`src/rtl/fdc_ctl_pkg.sv`:
```
// Package: shared field layout and decode helpers for the drive control register.
// Assumes a fixed four-drive, byte-wide register whose bit positions are decoded
// by the neighbouring drive pins and DMA gating logic.
package fdc_ctl_pkg;

    localparam int NUM_DRIVES = 4;
    localparam int SEL_W      = $clog2(NUM_DRIVES);
    localparam int DATA_W     = 8;

    // Field order is behaviour: bit 7..4 motors, 3 DMA gate, 2 run, 1..0 drive number.
    typedef struct packed {
        logic [NUM_DRIVES-1:0] motor_on;
        logic                  dma_en;
        logic                  run_n;
        logic [SEL_W-1:0]      drive;
    } ctl_word_t;

    // Active-low one-cold select vector for a binary drive number.
    function automatic logic [NUM_DRIVES-1:0] sel_lines_n(input logic [SEL_W-1:0] code);
        logic [NUM_DRIVES-1:0] lines;
        for (int i = 0; i < NUM_DRIVES; i++) begin
            lines[i] = (code != SEL_W'(i));
        end
        return lines;
    endfunction

endpackage

```
`src/rtl/fdc_bus_port.sv`:
```
// Module: host bus port. Decodes the single register address into write and read
// hits and returns the stored byte on a read hit, zero otherwise.
// Assumes read and write strobes are never high together.
module fdc_bus_port #(
    parameter int          ADDR_W    = 16,
    parameter logic [15:0] PORT_ADDR = 16'h03F2
) (
    input  logic [ADDR_W-1:0]             io_addr,
    input  logic                          io_wr,
    input  logic                          io_rd,
    input  logic [fdc_ctl_pkg::DATA_W-1:0] stored,
    output logic                          wr_hit,
    output logic [fdc_ctl_pkg::DATA_W-1:0] io_rdata
);
    localparam logic [ADDR_W-1:0] MATCH = ADDR_W'(PORT_ADDR);

    logic addr_match;

    // Compare the bus address against the register's port.
    always_comb begin
        addr_match = (io_addr == MATCH);
        wr_hit     = io_wr && addr_match;
    end

    // Drive read data only while the port is being read.
    always_comb begin
        io_rdata = (io_rd && addr_match) ? stored : '0;
    end

endmodule

```
`src/rtl/fdc_ctl_store.sv`:
```
// Module: register storage. Holds the control byte and exposes both the current
// value and the value that will be loaded at the next edge, so output flops can
// load in step with the register. Synchronous active-low reset clears the byte.
module fdc_ctl_store (
    input  logic                           clk,
    input  logic                           rst_n,
    input  logic                           wr_hit,
    input  logic [fdc_ctl_pkg::DATA_W-1:0] wdata,
    output fdc_ctl_pkg::ctl_word_t         ctl_q,
    output fdc_ctl_pkg::ctl_word_t         ctl_d
);
    import fdc_ctl_pkg::*;

    // Next value: reset wins, then a port write, else hold.
    always_comb begin
        if (!rst_n)      ctl_d = '0;
        else if (wr_hit) ctl_d = ctl_word_t'(wdata);
        else             ctl_d = ctl_q;
    end

    // Register the control byte.
    always_ff @(posedge clk) begin
        ctl_q <= ctl_d;
    end

endmodule

```
`src/rtl/fdc_drive_pins.sv`:
```
// Module: drive interface pins. One select flop and one motor flop per drive,
// both active-low, loaded from the register's next value so that the pins move
// at the same edge as the register. Assumes the next value is already reset-forced.
module fdc_drive_pins (
    input  logic                                clk,
    input  logic                                rst_n,
    input  fdc_ctl_pkg::ctl_word_t              ctl_d,
    output logic [fdc_ctl_pkg::NUM_DRIVES-1:0]  drv_sel_n,
    output logic [fdc_ctl_pkg::NUM_DRIVES-1:0]  motor_n
);
    import fdc_ctl_pkg::*;

    logic [NUM_DRIVES-1:0] sel_next_n;

    // Decode the binary drive number into one-cold select lines.
    always_comb begin
        sel_next_n = sel_lines_n(ctl_d.drive);
    end

    for (genvar g = 0; g < NUM_DRIVES; g++) begin : g_drive
        // Select line for this drive; drive 0 is chosen by the cleared register.
        always_ff @(posedge clk) begin
            if (!rst_n) drv_sel_n[g] <= (g != 0);
            else        drv_sel_n[g] <= sel_next_n[g];
        end

        // Motor line for this drive, off after reset.
        always_ff @(posedge clk) begin
            if (!rst_n) motor_n[g] <= 1'b1;
            else        motor_n[g] <= ~ctl_d.motor_on[g];
        end
    end

endmodule

```
`src/rtl/fdc_dma_gate.sv`:
```
// Module: DMA and interrupt path gating. In AT mode the four paths follow the
// register's DMA enable bit; in PS/2 mode they are held enabled, reset included.
// Assumes the mode input is quasi-static.
module fdc_dma_gate (
    input  logic ps2_mode,
    input  logic dma_en,
    output logic drq_oe,
    output logic irq_oe,
    output logic dack_en,
    output logic tc_en
);
    logic [3:0] path_on;

    for (genvar p = 0; p < 4; p++) begin : g_path
        // Each path is live in PS/2 mode or when the enable bit is set.
        assign path_on[p] = ps2_mode | dma_en;
    end

    // Map the gated paths onto their named enables.
    always_comb begin
        drq_oe  = path_on[0];
        irq_oe  = path_on[1];
        dack_en = path_on[2];
        tc_en   = path_on[3];
    end

endmodule

```
`src/rtl/fdc_ctl_reg.sv`:
```
// Module: top of the floppy drive control register. Joins the bus port, the
// storage, the drive pin flops and the DMA gating. The software reset output is
// the run bit itself, so holding it low never disturbs the other bits.
module fdc_ctl_reg #(
    parameter int          ADDR_W    = 16,
    parameter logic [15:0] PORT_ADDR = 16'h03F2
) (
    input  logic              clk,
    input  logic              rst_n,
    input  logic [ADDR_W-1:0] io_addr,
    input  logic [7:0]        io_wdata,
    input  logic              io_wr,
    input  logic              io_rd,
    output logic [7:0]        io_rdata,
    input  logic              ps2_mode,
    output logic [3:0]        drv_sel_n,
    output logic [3:0]        motor_n,
    output logic              core_rst_n,
    output logic              drq_oe,
    output logic              irq_oe,
    output logic              dack_en,
    output logic              tc_en
);
    import fdc_ctl_pkg::*;

    logic      wr_hit;
    ctl_word_t ctl_q;
    ctl_word_t ctl_d;

    fdc_bus_port #(.ADDR_W(ADDR_W), .PORT_ADDR(PORT_ADDR)) u_port (
        .io_addr  (io_addr),
        .io_wr    (io_wr),
        .io_rd    (io_rd),
        .stored   (ctl_q),
        .wr_hit   (wr_hit),
        .io_rdata (io_rdata)
    );

    fdc_ctl_store u_store (
        .clk    (clk),
        .rst_n  (rst_n),
        .wr_hit (wr_hit),
        .wdata  (io_wdata),
        .ctl_q  (ctl_q),
        .ctl_d  (ctl_d)
    );

    fdc_drive_pins u_pins (
        .clk       (clk),
        .rst_n     (rst_n),
        .ctl_d     (ctl_d),
        .drv_sel_n (drv_sel_n),
        .motor_n   (motor_n)
    );

    fdc_dma_gate u_gate (
        .ps2_mode (ps2_mode),
        .dma_en   (ctl_q.dma_en),
        .drq_oe   (drq_oe),
        .irq_oe   (irq_oe),
        .dack_en  (dack_en),
        .tc_en    (tc_en)
    );

    // Core reset follows the stored run bit directly.
    always_comb begin
        core_rst_n = ctl_q.run_n;
    end

endmodule

```
`config.mk`:
```
export PLATFORM = sky130hd
export DESIGN_NAME = fdc_ctl_reg
export DESIGN_NICKNAME = d
export VERILOG_FILES = /design/src/rtl/fdc_ctl_pkg.sv /design/src/rtl/fdc_bus_port.sv /design/src/rtl/fdc_ctl_store.sv /design/src/rtl/fdc_drive_pins.sv /design/src/rtl/fdc_dma_gate.sv /design/src/rtl/fdc_ctl_reg.sv
export SDC_FILE = /design/constraint.sdc
export NUM_CORES = 1
export LEC_CHECK = 0
export ABC_CLOCK_PERIOD_IN_PS = 4300
export BUFFER_PORTS_ARGS = -buffer_cell sky130_fd_sc_hd__buf_2
export CAP_MARGIN = 30
export CORE_MARGIN = 2
export CORE_UTILIZATION = 35
export DETAILED_ROUTE_END_ITERATION = 8
export GPL_TIMING_DRIVEN = 1
export PLACE_DENSITY = 0.69
export REMOVE_ABC_BUFFERS = 1
export SYNTH_ARGS = -nofsm -noshare
export SYNTH_HDL_FRONTEND = slang
export SYNTH_SLANG_ARGS = --single-unit
```
`constraint.sdc`:
```
create_clock -name clk -period 4.3 [get_ports clk]
set_input_delay 1.075 -clock clk [delete_from_list [all_inputs] [get_ports clk]]
set_output_delay 1.075 -clock clk [all_outputs]
set_load 0.01 [all_outputs]
```
Word-level counts from Yosys, hierarchy flattened
Index checks and enable logic that the tools add are counted.
Widths: inputs -> output; s select.
Word-level totals
  bits in registers: 16
  input bits: 29
  output and inout bits: 21
  logic and storage cells: 27
Cells by class
  equality and inequality tests: 4
  multiplexer cells: 3
  bitwise logic cells: 5
  reductions and logical operators: 3
Operators by type and width (number)
  $mux 8: 3
  $eq 16x10->1 const B: 1
  $ne 2x2->1 const B: 2
  $not 1->1: 4
  $logic_and 1x1->1: 2
  $ne 2x1->1 const B: 1
  $reduce_bool 2->1: 1
  $or 1x1->1: 1

Depth between registers and ports, before layout
  word-level depth: 5
  gate-level depth with buffers: 5
  mapped depth without buffers: 4

By module
A second synthesis with hierarchy kept.
Second synthesis, totals
  cell total of the unflattened synthesis: 60
  area, all modules: 661.9 µm²
Modules (own cells, without submodules)
  fdc_ctl_store: instances 1, cells each 25, area each 301.5 µm², seq. area each 160.2 µm²
  fdc_drive_pins: instances 1, cells each 17, area each 214.0 µm², seq. area each 160.2 µm²
  fdc_bus_port: instances 1, cells each 14, area each 117.6 µm², seq. area each 0.0 µm²
  fdc_dma_gate: instances 1, cells each 4, area each 28.8 µm², seq. area each 0.0 µm²

Least setup slack after synthesis
OpenSTA, ideal clock, no wires.
  path type: input to output
  start: in io_addr[10]
  end: out io_rdata[0]
  arrival: 1.973 ns
  required time: 3.225 ns
  setup slack: 1.252 ns
  cell stages on the path: 4
  buffers on the path: 1
  path through: nor4b_4 and4_4 buf_2 and3_1
Between the ends
  cells in the longest elaborated chain, start to end: 3
RTL lines
  start, declared: line fdc_ctl_reg.sv:10  | input logic [ADDR_W-1:0] io_addr,
  $eq 16x10->1: line fdc_bus_port.sv:21  | addr_match = (io_addr == MATCH);
  $logic_and 1x1->1: line fdc_bus_port.sv:27  | io_rdata = (io_rd && addr_match) ? stored : '0;
  $mux 8: line fdc_bus_port.sv:27
  end, declared: line fdc_ctl_reg.sv:14  | output logic [7:0] io_rdata,
No other way between the ends.

Worst setup path after layout
  start: in io_addr[10]
  end: out io_rdata[3]
The elaborated chain is that of the path after synthesis.

==> impl_results.md <==
- Outcome: finished clean
- Clock Path Buffers: 2
- Synth Instances: 82
- CTS tree: done
- Port-buffer cells: 49
- First-pass GRT wire length: around 3200 um
- Root Buffer: clkbuf_4
- Max Fclk: 313 MHz
- Core area: 2170 um2
- Layout fillers: 228
- Crit Path Category: in2out
- # resized after CTS: 0
- RSZ-0062 raised after global routing: false
- Placed Instance Area: 1020 um2
- Largest net degree at the start of global routing: 17
- Final #Nets: between 150 and 200
- Total CTS buffers: 3
- Initial DRC count: 21
- Clock latency on the worst-skew pair: 280 ps
- Most frequent cell after synthesis: dfxtp_1
- Design area: 1050 um2
- Synth Register Bits: 16
- Top-area cell type share of the netlist area: 0.410
- Routed len/inst: 11.5 um
- Post-layout min period: between 3000 and 4000 ps
- EDFF count, synth: 0
- DR vias/cell: 4.94
- Cts hold-fix bufs: 0
- H-tree levels: 1
- Final wirelength: about 1800 um
- Ys Warns: 0
- Post-CTS Setup Bufs: 0
- Core Util, Final: 0.485
- VDD IR max: 0.178 mV
- Main synth FF type: dfxtp_1
- Sw Pwr: 0.0606 mW
- Endpoints failing setup: 0
- Fin cells: 156
- Layout cells sized above 1: 0.500
- Lkg Pwr: 0.553 nW
- Antenna violations before repair: 0
- Critical Path RT: 3220 ps
- Synthesized area: 782 um2
- Internal cell power: 0.213 mW
- Max-slew violations: 0
- Register area share after synthesis: 0.410
- Crit path DAT: roughly 2100 ps
- Register area: 320 um2
- DIE WIDTH: 51.3 um
- DIE AREA: between 2000 and 3000 um2
- Post-synth top cells: dfxtp_1, nand2_1, and3_1
- Synth cell types: 25
- Effective utilization at floorplan: 0.360
- GP Congestion: 0.715
- Avg Synthesized Cell Area: 9.54 um2
- Hold crit path type: reg2reg
- CTS sink count: 16
- Area grow syn2layout: 34.6%
- Asr flop ratio synth: 0
- Power per cell area: about 260 nW/um2
- Final Cycle Share: 0.743
- Skew final: 1.80 ps
- Remaining Overflow, GRT: 0
- Reg power frac: 0.540
- Cell Rows: 17
- Largest cells by area after synthesis: dfxtp_1, mux2i_1, and3_1
- TNS Setup: 0 ps
- Vias in the first global route: 757
- Relative slew slack: 0.827
- Detail Placement HPWL: roughly 1400 um
- Fin. Hold Viols: 0
- Synth area leader: dfxtp_1
- Die Span Y: around 51 um
- Switching share of power: 0.221
- Final ANT Viol Nets: 0
- Inst Count DP: 152
- Gr usage total: 0.160
- Clock share of power: 0.362
- Clock-pin slew on the worst setup and hold paths: about 90 ps
- Comb power frac: 0.098
- Startpoint types: input port
- DR pass1 iterations: 4
- # IOs: 50
- Drt drc: 0
- Vias post-DR: 770
- N_diodes: 0
- Slew @ Worst Pin: between 200 and 300 ps
- Multi-input gate area: a little over 400 um2
- Total Power: 0.274 mW
- Setup crit end kind: output pin
- MaxCap Viol Count: 0
- Worst-path maximum fanout: 12
[cell type report]
| class | count | share of cell area |
|---|---|---|
| Tap cell | 28 | 0.0333 |
| Timing Repair Buffer | 49 | 0.233 |
| Multi-Input combinational cell | 56 | 0.384 |
| Sequential cell | 16 | 0.304 |
| Clock buffer | 4 | 0.0345 |
| Inverter | 3 | 0.0107 |
[power groups by stage]
stage / clock (mW) / sequential [mW] / combinational (mW)
6_report: 0.0992 / 0.148 / 0.0268
5_1_grt: 0.112 / 0.148 / 0.0302
4_1_cts: 0.103 / 0.148 / 0.0270
3_5_place_dp: 0 / 0.152 / 0.0268
3_3_place_gp: 0 / 0.152 / 0.0262
2_1_floorplan: 0 / 0.152 / 0.00766
[state kept, by name (all words and copies together) (netlist names)]
name,count
u_store.ctl_q,8
u_pins.motor_n,4
u_pins.drv_sel_n,4
[worst max-delay path, stage by stage]
cell and delay [ps]:
buf_2 110, nor4b_4 270, and4_4 350, and3_1 180, buf_2 130
[cell families (layout without fill, tap and decap cells)]
family                 Yosys count  after routing  share of synthesized area
buffers and inverters           10             56                     0.0736
AND/OR/NAND/NOR                 36             36                      0.298
AO/OA/AOI/OAI                   10             10                     0.0800
flip-flops                      16             16                      0.410
multiplexers                    10             10                      0.139
[placed cells by master (no fill, tap or decap)]
| cell | netlist | routed |
|---|---|---|
| nor2_1 | 3 | 3 |
| nand2_1 | 10 | 10 |
| and4_4 | 1 | 1 |
| nor4b_4 | 1 | 1 |
| nand3_1 | 4 | 4 |
| mux2i_1 | 6 | 6 |
| nand4_1 | 1 | 1 |
| nand3b_1 | 1 | 1 |
| mux2_4 | 1 | 1 |
| and3_1 | 8 | 8 |
| inv_1 | 3 | 3 |
| clkbuf_8 | 0 | 1 |
| clkbuf_4 | 0 | 3 |
| mux2_2 | 3 | 3 |
| and4bb_2 | 3 | 3 |
| o21ai_0 | 4 | 4 |
| buf_2 | 1 | 49 |
| o311a_1 | 1 | 1 |
| or2_2 | 1 | 1 |
| a41oi_1 | 2 | 2 |
| dfxtp_1 | 16 | 16 |
| a21oi_1 | 3 | 3 |
| nand2_4 | 1 | 1 |
| nor3_1 | 2 | 2 |
[worst paths after layout]
check | start | endpoint | slack, ps | cells after the start
max reg2reg | u_store.ctl_q[0] | u_pins.drv_sel_n[0] | 3470 | 3
max | io_addr[10] | io_rdata[3] | 1110 | 5
min reg2reg | u_store.ctl_q[2] | u_store.ctl_q[2] | 490 | 2
min | u_store.ctl_q[2] | u_store.ctl_q[2] | 490 | 2
[through the flow]
stage                     hold WS (ps)  worst slack, ps
after CTS                          494             1110
after global placement             470             1110
final                              492             1110
after global routing               520             1030
after floorplan                    452             1360
after detailed placement           481             1110
[per-layer routing]
metal  wire length, um  track usage
met3               143       0.0380
met2               856        0.273
met5                 0            0
met4                32       0.0877
met1               757        0.184
Note: power is estimated with default switching activity, not from simulation.
